**config.mk**
```make
export PLATFORM = sky130hd
export DESIGN_NAME = ncq_fis_issuer
export DESIGN_NICKNAME = d
export VERILOG_FILES = /design/src/rtl/ncq_fis_issuer.sv
export SDC_FILE = /design/constraint.sdc
export NUM_CORES = 1
export LEC_CHECK = 0
export ABC_CLOCK_PERIOD_IN_PS = 6000
export CELL_PAD_IN_SITES_DETAIL_PLACEMENT = 0
export CELL_PAD_IN_SITES_GLOBAL_PLACEMENT = 2
export CORE_AREA = 2 2 142 144
export DETAILED_ROUTE_END_ITERATION = 12
export DIE_AREA = 0 0 144 146
export GPL_TIMING_DRIVEN = 0
export PLACE_DENSITY_LB_ADDON = 0.1
export REMOVE_ABC_BUFFERS = 1
export SYNTH_ARGS = -nofsm -noshare
export SYNTH_HDL_FRONTEND = slang
export SYNTH_SLANG_ARGS = --single-unit
```
**constraint.sdc**
```tcl
create_clock -name clk -period 6 [get_ports clk]
set_input_delay 1.8 -clock clk [delete_from_list [all_inputs] [get_ports clk]]
set_output_delay 1.8 -clock clk [all_outputs]
set_load 0.02 [all_outputs]
```
**src/rtl/ncq_fis_issuer.sv**
```systemverilog
module ncq_fis_issuer #(
  parameter int SLOTS     = 32,
  parameter int FIS_DW    = 5,
  parameter int RFIS_AW   = 6,
  parameter int REGION_DW = 8,
  parameter int D2H_BASE  = 16
) (
  input  logic                                      clk,
  input  logic                                      rst,
  input  logic [SLOTS-1:0]                          issue_set,
  output logic [SLOTS-1:0]                          issue_pend,
  output logic [$clog2(SLOTS)+$clog2(FIS_DW)-1:0]   tbl_addr,
  input  logic [31:0]                               tbl_data,
  output logic [31:0]                               tx_data,
  output logic                                      tx_valid_n,
  output logic                                      tx_eof_n,
  output logic                                      tx_abort_n,
  input  logic                                      tx_ready_n,
  input  logic                                      tx_tgt_abort_n,
  input  logic [31:0]                               rx_data,
  input  logic                                      rx_sof_n,
  input  logic                                      rx_eof_n,
  input  logic                                      rx_valid_n,
  input  logic                                      rx_disc_n,
  output logic                                      rx_ready_n,
  output logic                                      rfis_we,
  output logic [RFIS_AW-1:0]                        rfis_addr,
  output logic [31:0]                               rfis_wdata,
  output logic                                      dma_start,
  output logic [$clog2(SLOTS)-1:0]                  dma_slot
);
  localparam int SW = $clog2(SLOTS);
  localparam int WW = $clog2(FIS_DW);
  localparam int RW = $clog2(REGION_DW + 1);
  localparam logic [7:0] TYP_DSET = 8'h41;
  localparam logic [7:0] TYP_D2H  = 8'h34;

  typedef enum logic [1:0] {S_IDLE, S_FETCH, S_SEND, S_WAIT} st_t;
  typedef enum logic [1:0] {K_NONE, K_DSET, K_D2H} kind_t;

  function automatic kind_t kind_of(input logic [7:0] t);
    case (t)
      TYP_DSET: return K_DSET;
      TYP_D2H:  return K_D2H;
      default:  return K_NONE;
    endcase
  endfunction

  st_t             st;
  logic [SLOTS-1:0] pend;
  logic [SW-1:0]   cur;
  logic [WW-1:0]   widx;
  logic            abort_q;

  logic            rx_busy;
  kind_t           rx_kind;
  logic [RW-1:0]   rx_idx;
  logic            tag_ok;
  logic [SW-1:0]   tag;

  logic [SW-1:0]   pick;
  logic            any;
  always_comb begin
    pick = '0;
    any  = 1'b0;
    for (int i = SLOTS - 1; i >= 0; i--)
      if (pend[i]) begin
        pick = SW'(i);
        any  = 1'b1;
      end
  end

  wire rx_beat     = !rx_valid_n;
  wire rx_sof_beat = rx_beat && !rx_sof_n;
  wire rx_eof_beat = rx_beat && !rx_eof_n;
  wire rx_drop     = !rx_disc_n;
  wire rx_quiet    = !rx_busy && !rx_sof_beat;

  wire   in_frame = rx_sof_beat || rx_busy;
  wire   take     = rx_beat && in_frame && !rx_drop;
  kind_t kind_now;
  assign kind_now = rx_sof_beat ? kind_of(rx_data[7:0]) : rx_kind;
  wire [RW-1:0] idx_now = rx_sof_beat ? '0 : rx_idx;
  wire store   = take && (kind_now != K_NONE) && (idx_now < RW'(REGION_DW));
  wire tag_hit = take && (kind_now == K_DSET) && (idx_now == RW'(1));
  wire tag_eff = tag_hit || (tag_ok && !rx_sof_beat);
  wire fire    = take && rx_eof_beat && (kind_now == K_DSET) && tag_eff;
  wire [RFIS_AW-1:0] base = (kind_now == K_D2H) ? RFIS_AW'(D2H_BASE) : '0;

  wire sending = (st == S_FETCH) || (st == S_SEND);
  wire collide = sending && (rx_sof_beat || !tx_tgt_abort_n);
  wire last    = (widx == WW'(FIS_DW - 1));
  wire accept  = (st == S_SEND) && !tx_ready_n;
  wire done    = accept && last && !collide;
  wire [SLOTS-1:0] clr_mask = done ? (SLOTS'(1) << cur) : '0;

  assign issue_pend = pend;
  assign tbl_addr   = {cur, widx};
  assign tx_data    = tbl_data;
  assign tx_valid_n = !(st == S_SEND);
  assign tx_eof_n   = !((st == S_SEND) && last);
  assign tx_abort_n = !abort_q;
  assign rx_ready_n = rst;

  always_ff @(posedge clk) begin
    if (rst) begin
      st      <= S_IDLE;
      cur     <= '0;
      widx    <= '0;
      abort_q <= 1'b0;
      pend    <= '0;
    end else begin
      abort_q <= collide;
      pend    <= (pend & ~clr_mask) | issue_set;
      case (st)
        S_IDLE:
          if (any && rx_quiet) begin
            cur  <= pick;
            widx <= '0;
            st   <= S_FETCH;
          end
        S_FETCH: st <= collide ? S_WAIT : S_SEND;
        S_SEND:
          if (collide) st <= S_WAIT;
          else if (accept) begin
            if (last) st <= S_IDLE;
            else begin
              widx <= widx + 1'b1;
              st   <= S_FETCH;
            end
          end
        S_WAIT:
          if (rx_quiet) begin
            widx <= '0;
            st   <= S_FETCH;
          end
        default: st <= S_IDLE;
      endcase
    end
  end

  always_ff @(posedge clk) begin
    if (rst) begin
      rx_busy    <= 1'b0;
      rx_kind    <= K_NONE;
      rx_idx     <= '0;
      tag_ok     <= 1'b0;
      tag        <= '0;
      rfis_we    <= 1'b0;
      rfis_addr  <= '0;
      rfis_wdata <= '0;
      dma_start  <= 1'b0;
      dma_slot   <= '0;
    end else begin
      rfis_we    <= store;
      rfis_addr  <= base + RFIS_AW'(idx_now);
      rfis_wdata <= rx_data;
      dma_start  <= fire;
      if (fire) dma_slot <= tag_hit ? rx_data[SW-1:0] : tag;
      if (rx_drop) rx_busy <= 1'b0;
      else if (take) begin
        rx_busy <= !rx_eof_beat;
        rx_kind <= kind_now;
        rx_idx  <= (idx_now == RW'(REGION_DW)) ? idx_now : idx_now + 1'b1;
        if (tag_hit) begin
          tag    <= rx_data[SW-1:0];
          tag_ok <= 1'b1;
        end else if (rx_sof_beat) tag_ok <= 1'b0;
      end
    end
  end
endmodule


```
## After elaboration in Yosys (flattened, before gate mapping)

Index checks and enable logic that the tools add are counted.

| storage, ports and cells | value |
|---|---|
| register bits after elaboration | 101 |
| bits of input ports | 104 |
| word-level logic and storage cells | 171 |

| cells by class | value |
|---|---|
| add/subtract/negate cells | 3 |
| $lt $le $gt $ge | 1 |
| equal/unequal tests | 16 |
| shift-type cells | 1 |
| multiplexer cells | 86 |
| bitwise operators | 4 |
| reductions and logical operators | 45 |

Operators by type and width:

| kind | count |
|---|---|
| two-way mux 5 bit | 34 |
| two-way mux 1 bit | 36 |
| bitwise AND 32 bit | 1 |
| two-way mux 32 bit | 1 |
| inverter 32 bit | 1 |
| bitwise OR 32 bit | 1 |
| << shifter 1 x 5 -> 32 bit, first input constant | 1 |
| logical AND 1 bit | 19 |
| two-way mux 3 bit | 5 |
| zero test 1 bit | 12 |
| two-way mux 2 bit | 5 |
| != test 2 bit, second input constant | 5 |
| one-hot mux 3 bit (3 select lines) | 1 |
| == test 8 x 6 -> 1 bit, second input constant | 1 |
| == test 8 x 7 -> 1 bit, second input constant | 1 |
| two-way mux 4 bit | 2 |
| one-hot mux 2 bit (4 select lines) | 1 |
| adder 5 x 4 -> 6 bit | 1 |
| == test 2 bit, second input constant | 3 |
| AND reduction 3 bit | 2 |
| AND reduction 6 bit | 1 |
| adder 4 x 1 -> 4 bit, second input constant | 1 |
| == test 2 x 1 -> 1 bit, second input constant | 2 |
| == test 4 x 1 -> 1 bit, second input constant | 1 |
| 13 further kinds | 18 |

## Depth between registers and ports, before layout

Gate-level depths: netlist (run 1).

| depth | value |
|---|---|
| depth in word-level cells | 35 |
| mapped depth | 9 |

## Worst setup path after synthesis (run 1)

Ideal clock, no wire load.

| path | value |
|---|---|
| path type | input to output |
| start point | input rst |
| end point | output rx_ready_n |
| arrival | 1.934 ns |
| required time | 4.200 ns |
| path slack | 2.266 ns |
| stages | 1 |
| path through | buf_4 |

RTL lines:

| what | RTL line | RTL |
|---|---|---|
| start: declaration | 9 | `input logic rst,` |
| end: declaration | 25 | `output logic rx_ready_n,` |

No word-level cell between the ends.

## Worst setup path after layout (run 1)

| path | value |
|---|---|
| start point | input rst |
| end point | output rx_ready_n |

No word-level cell between the ends.

==> results.sh, run 1 <==
export IMPL_die_x_um=144
export IMPL_synth_simple_area_share=0.260
export IMPL_period_share=0.778
export IMPL_syn_inst=519
export IMPL_ys_seq_area_frac=0.454
export IMPL_vias=3996
export IMPL_syn_avg_cell_area_sq_um=8.50
export IMPL_mostFrequentLayoutCells="158 x clkdlybuf4s50_1, 100 x dfxtp_1, 68 x nor2_1"
export IMPL_worstSetupPathType="input port to output pin"
export IMPL_r2r_end="issue_pend[14]"
export IMPL_synth_compound_area_frac=0.141
export IMPL_slew_violations=0
export IMPL_power_internal_w=0.00114
export IMPL_dp_slack_ns=1.31
export IMPL_cts_max_level=3
export IMPL_utilization=0.326
export IMPL_netlist_area_sq_mm=0.00441
export IMPL_clock_power_share=0.353
export IMPL_synth_edf_count=0
export IMPL_synth_top_area_cell="dfxtp_1"
export IMPL_drv_cap=0
export IMPL_worstReg2RegStart="st[0]"
export IMPL_dp_hpwl_um=11500
export IMPL_nNetsFinal=751
export IMPL_antenna_found_initial=0
export IMPL_wirelength_um=15400
export IMPL_cts_max_path_buffers=2
export IMPL_setup_violations=0
export IMPL_ys_types=47
export IMPL_synth_top_area_share=0.454
export IMPL_cp_arrival_ns=2.87
export IMPL_rsz0062_at_grt="false"
export IMPL_status="finished, final reports clean"
export IMPL_power_w=0.00162
export IMPL_clk_pin_slew_worst_paths_ns=0.07
export IMPL_via_per_inst=4.40
export IMPL_cp_top_family="buffers and inverters"
export IMPL_setup_tns_ns=0
export IMPL_min_path_cells=2
export IMPL_required_ns=4.20
export IMPL_yosys_area_share_adder=0.0284
export IMPL_stdcell_count=908
export IMPL_layout_commonest_cell="clkdlybuf4s50_1"
export IMPL_cp_slowest_cell="clkdlybuf4s50_1"
export IMPL_row_count=51
export IMPL_tightest_slew_ns=0.896
export IMPL_pin_count=225
export IMPL_worst_slack_ns=1.33
export IMPL_synth_top_family_by_area="simple AND/OR/NAND/NOR gates"
export IMPL_synth_xor_xnor_area_share=0
export IMPL_rrSetupSlack_ns=3.51
export IMPL_core_sq_mm=0.0193
export IMPL_fmax_mhz=214
export IMPL_wl_per_cell_um=17.0
export IMPL_port_buffers=159
export IMPL_initialDrtViolationCount=181
export IMPL_switching_share=0.298
export IMPL_grt_pass1_vias=3770
export IMPL_area_growth_pct=43.0
export IMPL_fill_cells=2032
export IMPL_hold_path_class="flip-flop to flip-flop"
export IMPL_grt_pass1_wl_um=23000
export IMPL_critPathBufInv=2
export IMPL_clk_latency_ns=0.35
export IMPL_track_usage=0.145
export IMPL_leakagePower_nw=2.30
export IMPL_drc=0
export IMPL_timing_final_crit_period_ns=4.67
export IMPL_power_frac_seq=0.459
export IMPL_cts_tree="done"
export IMPL_crit_chain="buf_4, clkdlybuf4s50_1"
export IMPL_yosys_most_used_dff="dfxtp_1"
export IMPL_ys_top_cells_by_area="dfxtp_1 45%, a21oi_1 5.9%, buf_4 5.8%, nor2_1 5.8%, nor2b_1 5.0%"
export IMPL_routabilityCongestion=0.717
export IMPL_p_comb_frac=0.187
export IMPL_synthMuxAreaShare=0.0182
export IMPL_final_antenna_net_count=0
export IMPL_hold_start="tag_ok"
export IMPL_start_util=0.228
export IMPL_die_area_sq_mm=0.0210
export IMPL_cts_root_buf="clkbuf_16"
export IMPL_ir_drop_v=0.000139
export IMPL_cts_hold_buffers=0
export IMPL_max_stage_delay_ns=0.69
export IMPL_crit_fanout=38
export IMPL_dp_cells=891
export IMPL_cts_made_buffers=9
export IMPL_ys_ff_latch=100
export IMPL_power_switching_w=0.000481
export IMPL_cts_resized=0
export IMPL_holdPathEnd="tag_ok"
export IMPL_finalClockSkew_ns=0.00766
export IMPL_yosysWarnings=0
export IMPL_r2r_cells=7
export IMPL_p_per_area_mw_per_mm2=256
export IMPL_synth_async_reset_ratio=0
export IMPL_die_height_um=146
export IMPL_drive_above_1_share=0.0452
export IMPL_hold_violations=0
export IMPL_clock_sinks=100
export IMPL_cts_setup_buffers=0
export IMPL_slew_headroom=0.397
export IMPL_drt_first_pass_iters=4
export IMPL_grt_max_degree=67
export IMPL_end_kind="output pin"
export IMPL_overflow=0
export IMPL_start_kind="input port"
area by class of cell:
type | instances | area, sq um | area share
diodes | 1 | 2.50 | 0.000397
clock buffers | 9 | 225 | 0.0357
clock inverters | 7 | 58.8 | 0.00932
inverters | 23 | 86.3 | 0.0137
multi-input cells | 343 | 1980 | 0.315
flip-flops and latches | 100 | 2000 | 0.317
well taps | 265 | 332 | 0.0526
repair buffers | 160 | 1620 | 0.256
registers in the layout (all words and copies together) (netlist names):
register / cells
dma_start: 1
cur: 5
dma_slot: 5
rfis_wdata: 32
issue_pend: 32
widx: 3
rx_busy: 1
rfis_addr: 5
rx_kind: 2
tag: 5
tag_ok: 1
rx_idx: 4
abort_q: 1
st: 2
rfis_we: 1
power by group through the flow:
stage	Combinational (W)	Sequential, W	Clock [W]
floorplan	0.000106	0.000784	0
global placement	0.000306	0.000757	0
detailed placement	0.000306	0.000759	0
CTS	0.000307	0.000743	0.000601
global route	0.000329	0.000749	0.000621
finish	0.000303	0.000742	0.000571
cells by family after synthesis:
family	count (synthesis)
compound gates	99
fa+ha+maj	10
buf+inv	76
flops	100
mux	8
other cells	1
simple gates	225
worst max path at each step:
stage	startpoint	to	slack, ns	cells past startpoint
detailed placement	rst	rx_ready_n	1.31	2
global placement	rst	rx_ready_n	-2.08	2
CTS	rst	rx_ready_n	1.31	2
finish	rst	rx_ready_n	1.33	2
global route	rst	rx_ready_n	1.26	2
floorplan	rx_sof_n	dma_slot[0]	2.25	5
cell usage after synthesis, drive strengths merged (10+ instances only):
cell and instances:
nor4 21, nand2 40, nor3 15, dfxtp 100, nor2 68, nor2b 35, inv 23, a21oi 52
o21ai 19, nand3 11, clkbuf 14, buf 39, ha 10
metrics by stage:
stage	hold WS (ns)	cell area, sq um
floorplan	0.431	4070
global placement	0.446	5990
detailed placement	0.453	6020
CTS	0.464	6300
global route	0.485	6300
finish	0.461	6310
layer usage:
| layer | GRT usage | routed length (um) | vias up |
|---|---|---|---|
| met1 | 0.185 | 6990 | 1859 |
| met3 | 0.0675 | 1420 | 9 |
| met5 | 0.0120 | 0 | - |
| met2 | 0.220 | 6840 | 140 |
| li1 | - | - | 1988 |
| met4 | 0.0324 | 138 | 0 |
worst reg2reg max path, stage by stage, from the launching register on:
cell and delay, ns:
dfxtp_1 0.35, inv_1 0.10, ha_1 0.33, nand3_1 0.36, nor4_1 0.87, nand3_1 0.15
a21oi_1 0.17, nor2_1 0.05
(Power assumes the default switching activity.)
==> run 2, diff against run 1 <==
- ABC_CLOCK_PERIOD_IN_PS: 6000 -> 4000
- CORE_AREA: 2 2 142 144 -> 2 2 156 158
- DIE_AREA: 0 0 144 146 -> 0 0 158 160
- clock period: 6 -> 4 ns (I/O delays scaled with it)
==> run 2 against run 1 <==
Effect of this change: cell area rose by 1.3%; critical path depth is the same; count of clock-buffer cells in the layout stayed put; worst setup slack got worse by 0.80 ns; clock skew is 0.0015 ns higher; sequential share of layout area shrank 0.42 points; clock power increased by 55%; via count grew 2.5%; die area grew 20%; total power grew 52%; first-iteration DRC count down 15%; global-route usage is 1.6 points lower; critical path type unchanged.
==> results.sh, run 2 (synthesized netlist as in run 1, its figures left out) <==
export IMPL_cts_tree="done"
export IMPL_status="finished, final reports clean"
export IMPL_stdcell_count=967
export IMPL_wirelength_um=16300
export IMPL_rsz0062_at_grt="false"
export IMPL_hold_start="tag_ok"
export IMPL_grt_pass1_vias=3968
export IMPL_cp_top_family="buffers and inverters"
export IMPL_grt_pass1_wl_um=24500
export IMPL_drc=0
export IMPL_start_kind="input port"
export IMPL_dp_hpwl_um=12200
export IMPL_layout_commonest_cell="clkdlybuf4s50_1"
export IMPL_mostFrequentLayoutCells="158 x clkdlybuf4s50_1, 100 x dfxtp_1, 68 x nor2_1"
export IMPL_r2r_end="issue_pend[26]"
export IMPL_nNetsFinal=751
export IMPL_crit_fanout=34
export IMPL_setup_violations=0
export IMPL_p_per_area_mw_per_mm2=384
export IMPL_fill_cells=2640
export IMPL_die_height_um=160
export IMPL_cts_root_buf="clkbuf_16"
export IMPL_die_x_um=158
export IMPL_critPathBufInv=2
export IMPL_hold_path_class="flip-flop to flip-flop"
export IMPL_max_stage_delay_ns=0.69
export IMPL_min_path_cells=2
export IMPL_r2r_cells=7
export IMPL_cp_arrival_ns=2.27
export IMPL_worstSetupPathType="input port to output pin"
export IMPL_slew_violations=0
export IMPL_multi_input_area_sq_mm=0.00198
export IMPL_start_util=0.185
export IMPL_core_sq_mm=0.0238
export IMPL_final_antenna_net_count=0
export IMPL_tightest_slew_ns=1.15
export IMPL_ir_drop_v=0.000156
export IMPL_hold_violations=0
export IMPL_leakagePower_nw=2.31
export IMPL_cts_hold_buffers=0
export IMPL_clk_latency_ns=0.35
export IMPL_path_depth=2
export IMPL_crit_chain="buf_4, clkdlybuf4s50_1"
export IMPL_timing_final_crit_period_ns=3.47
export IMPL_vias=4094
export IMPL_drive_above_1_share=0.0452
export IMPL_cts_max_level=3
export IMPL_initialDrtViolationCount=153
export IMPL_cts_made_buffers=9
export IMPL_routabilityCongestion=0.687
export IMPL_fmax_mhz=288
export IMPL_antenna_found_initial=1
export IMPL_slew_headroom=0.228
export IMPL_cts_setup_buffers=0
export IMPL_grt_max_degree=71
export IMPL_finalClockSkew_ns=0.00919
export IMPL_dpl_cell_area_sq_mm=0.00609
export IMPL_track_usage=0.129
export IMPL_startpoint="rst"
export IMPL_overflow=0
export IMPL_holdPathEnd="tag_ok"
export IMPL_area_growth_pct=45.0
export IMPL_worst_slack_ns=0.532
export IMPL_worstReg2RegStart="st[0]"
export IMPL_ff_latch_area_sq_mm=0.00200
export IMPL_pin_count=225
export IMPL_drt_first_pass_iters=4
export IMPL_clk_pin_slew_worst_paths_ns=0.07
export IMPL_drv_cap=0
export IMPL_row_count=57
export IMPL_clock_sinks=100
export IMPL_rrSetupSlack_ns=1.34
export IMPL_end_kind="output pin"
export IMPL_dp_cells=950
export IMPL_port_buffers=159
export IMPL_final_area_sq_mm=0.00639
export IMPL_wl_per_cell_um=16.8
export IMPL_period_share=0.867
export IMPL_cts_max_path_buffers=2
export IMPL_required_ns=2.80
export IMPL_power_w=0.00245
export IMPL_cts_resized=0
export IMPL_via_per_inst=4.23
export IMPL_dp_slack_ns=0.112
export IMPL_die_area_sq_mm=0.0253
export IMPL_cp_slowest_cell="clkdlybuf4s50_1"
-- run 2: cell type report --
cell class                      count  area share
Antenna cell                        1    0.000391
Sequential cell                   100       0.313
Clock buffer                        9      0.0352
Clock inverter                      7      0.0110
Inverter                           23      0.0135
Tap cell                          324      0.0634
Multi-Input combinational cell    343       0.310
Timing Repair Buffer              160       0.253
-- run 2: metal layers --
layer,GRT usage,part of all wire
met5,0.0179,0.0028
met4,0.0442,0.017
met3,0.0464,0.077
met2,0.192,0.44
met1,0.170,0.47
-- run 2: worst max path at each step --
stage                           to
finish                  rx_ready_n
global route        issue_pend[30]
CTS                 issue_pend[26]
detailed placement  issue_pend[14]
global placement        rx_ready_n
floorplan              dma_slot[0]
-- run 2: where the power goes --
group,switching (W),internal (W),total [W],leakage [nW]
logic,0.000236,0.000221,0.000458,1.33
clock network,0.000444,0.000441,0.000885,0.147
registers,0.0000628,0.00105,0.00111,0.827
total,0.000743,0.00171,0.00245,2.31
-- run 2: stage by stage --
step	utilization	TNS, ns	hold slack, ns
global placement	0.255	-123.40	0.449
CTS	0.268	0	0.468
detailed placement	0.256	0	0.455
floorplan	-	0	0.431
global route	0.268	0	0.490
finish	0.268	0	0.461
==> run 3, diff against run 2 <==
- CTS_CLUSTER_DIAMETER: default -> 30
==> results of run 3 <==
Same layout as run 2: the final DEF is identical, and so are final timing and power.
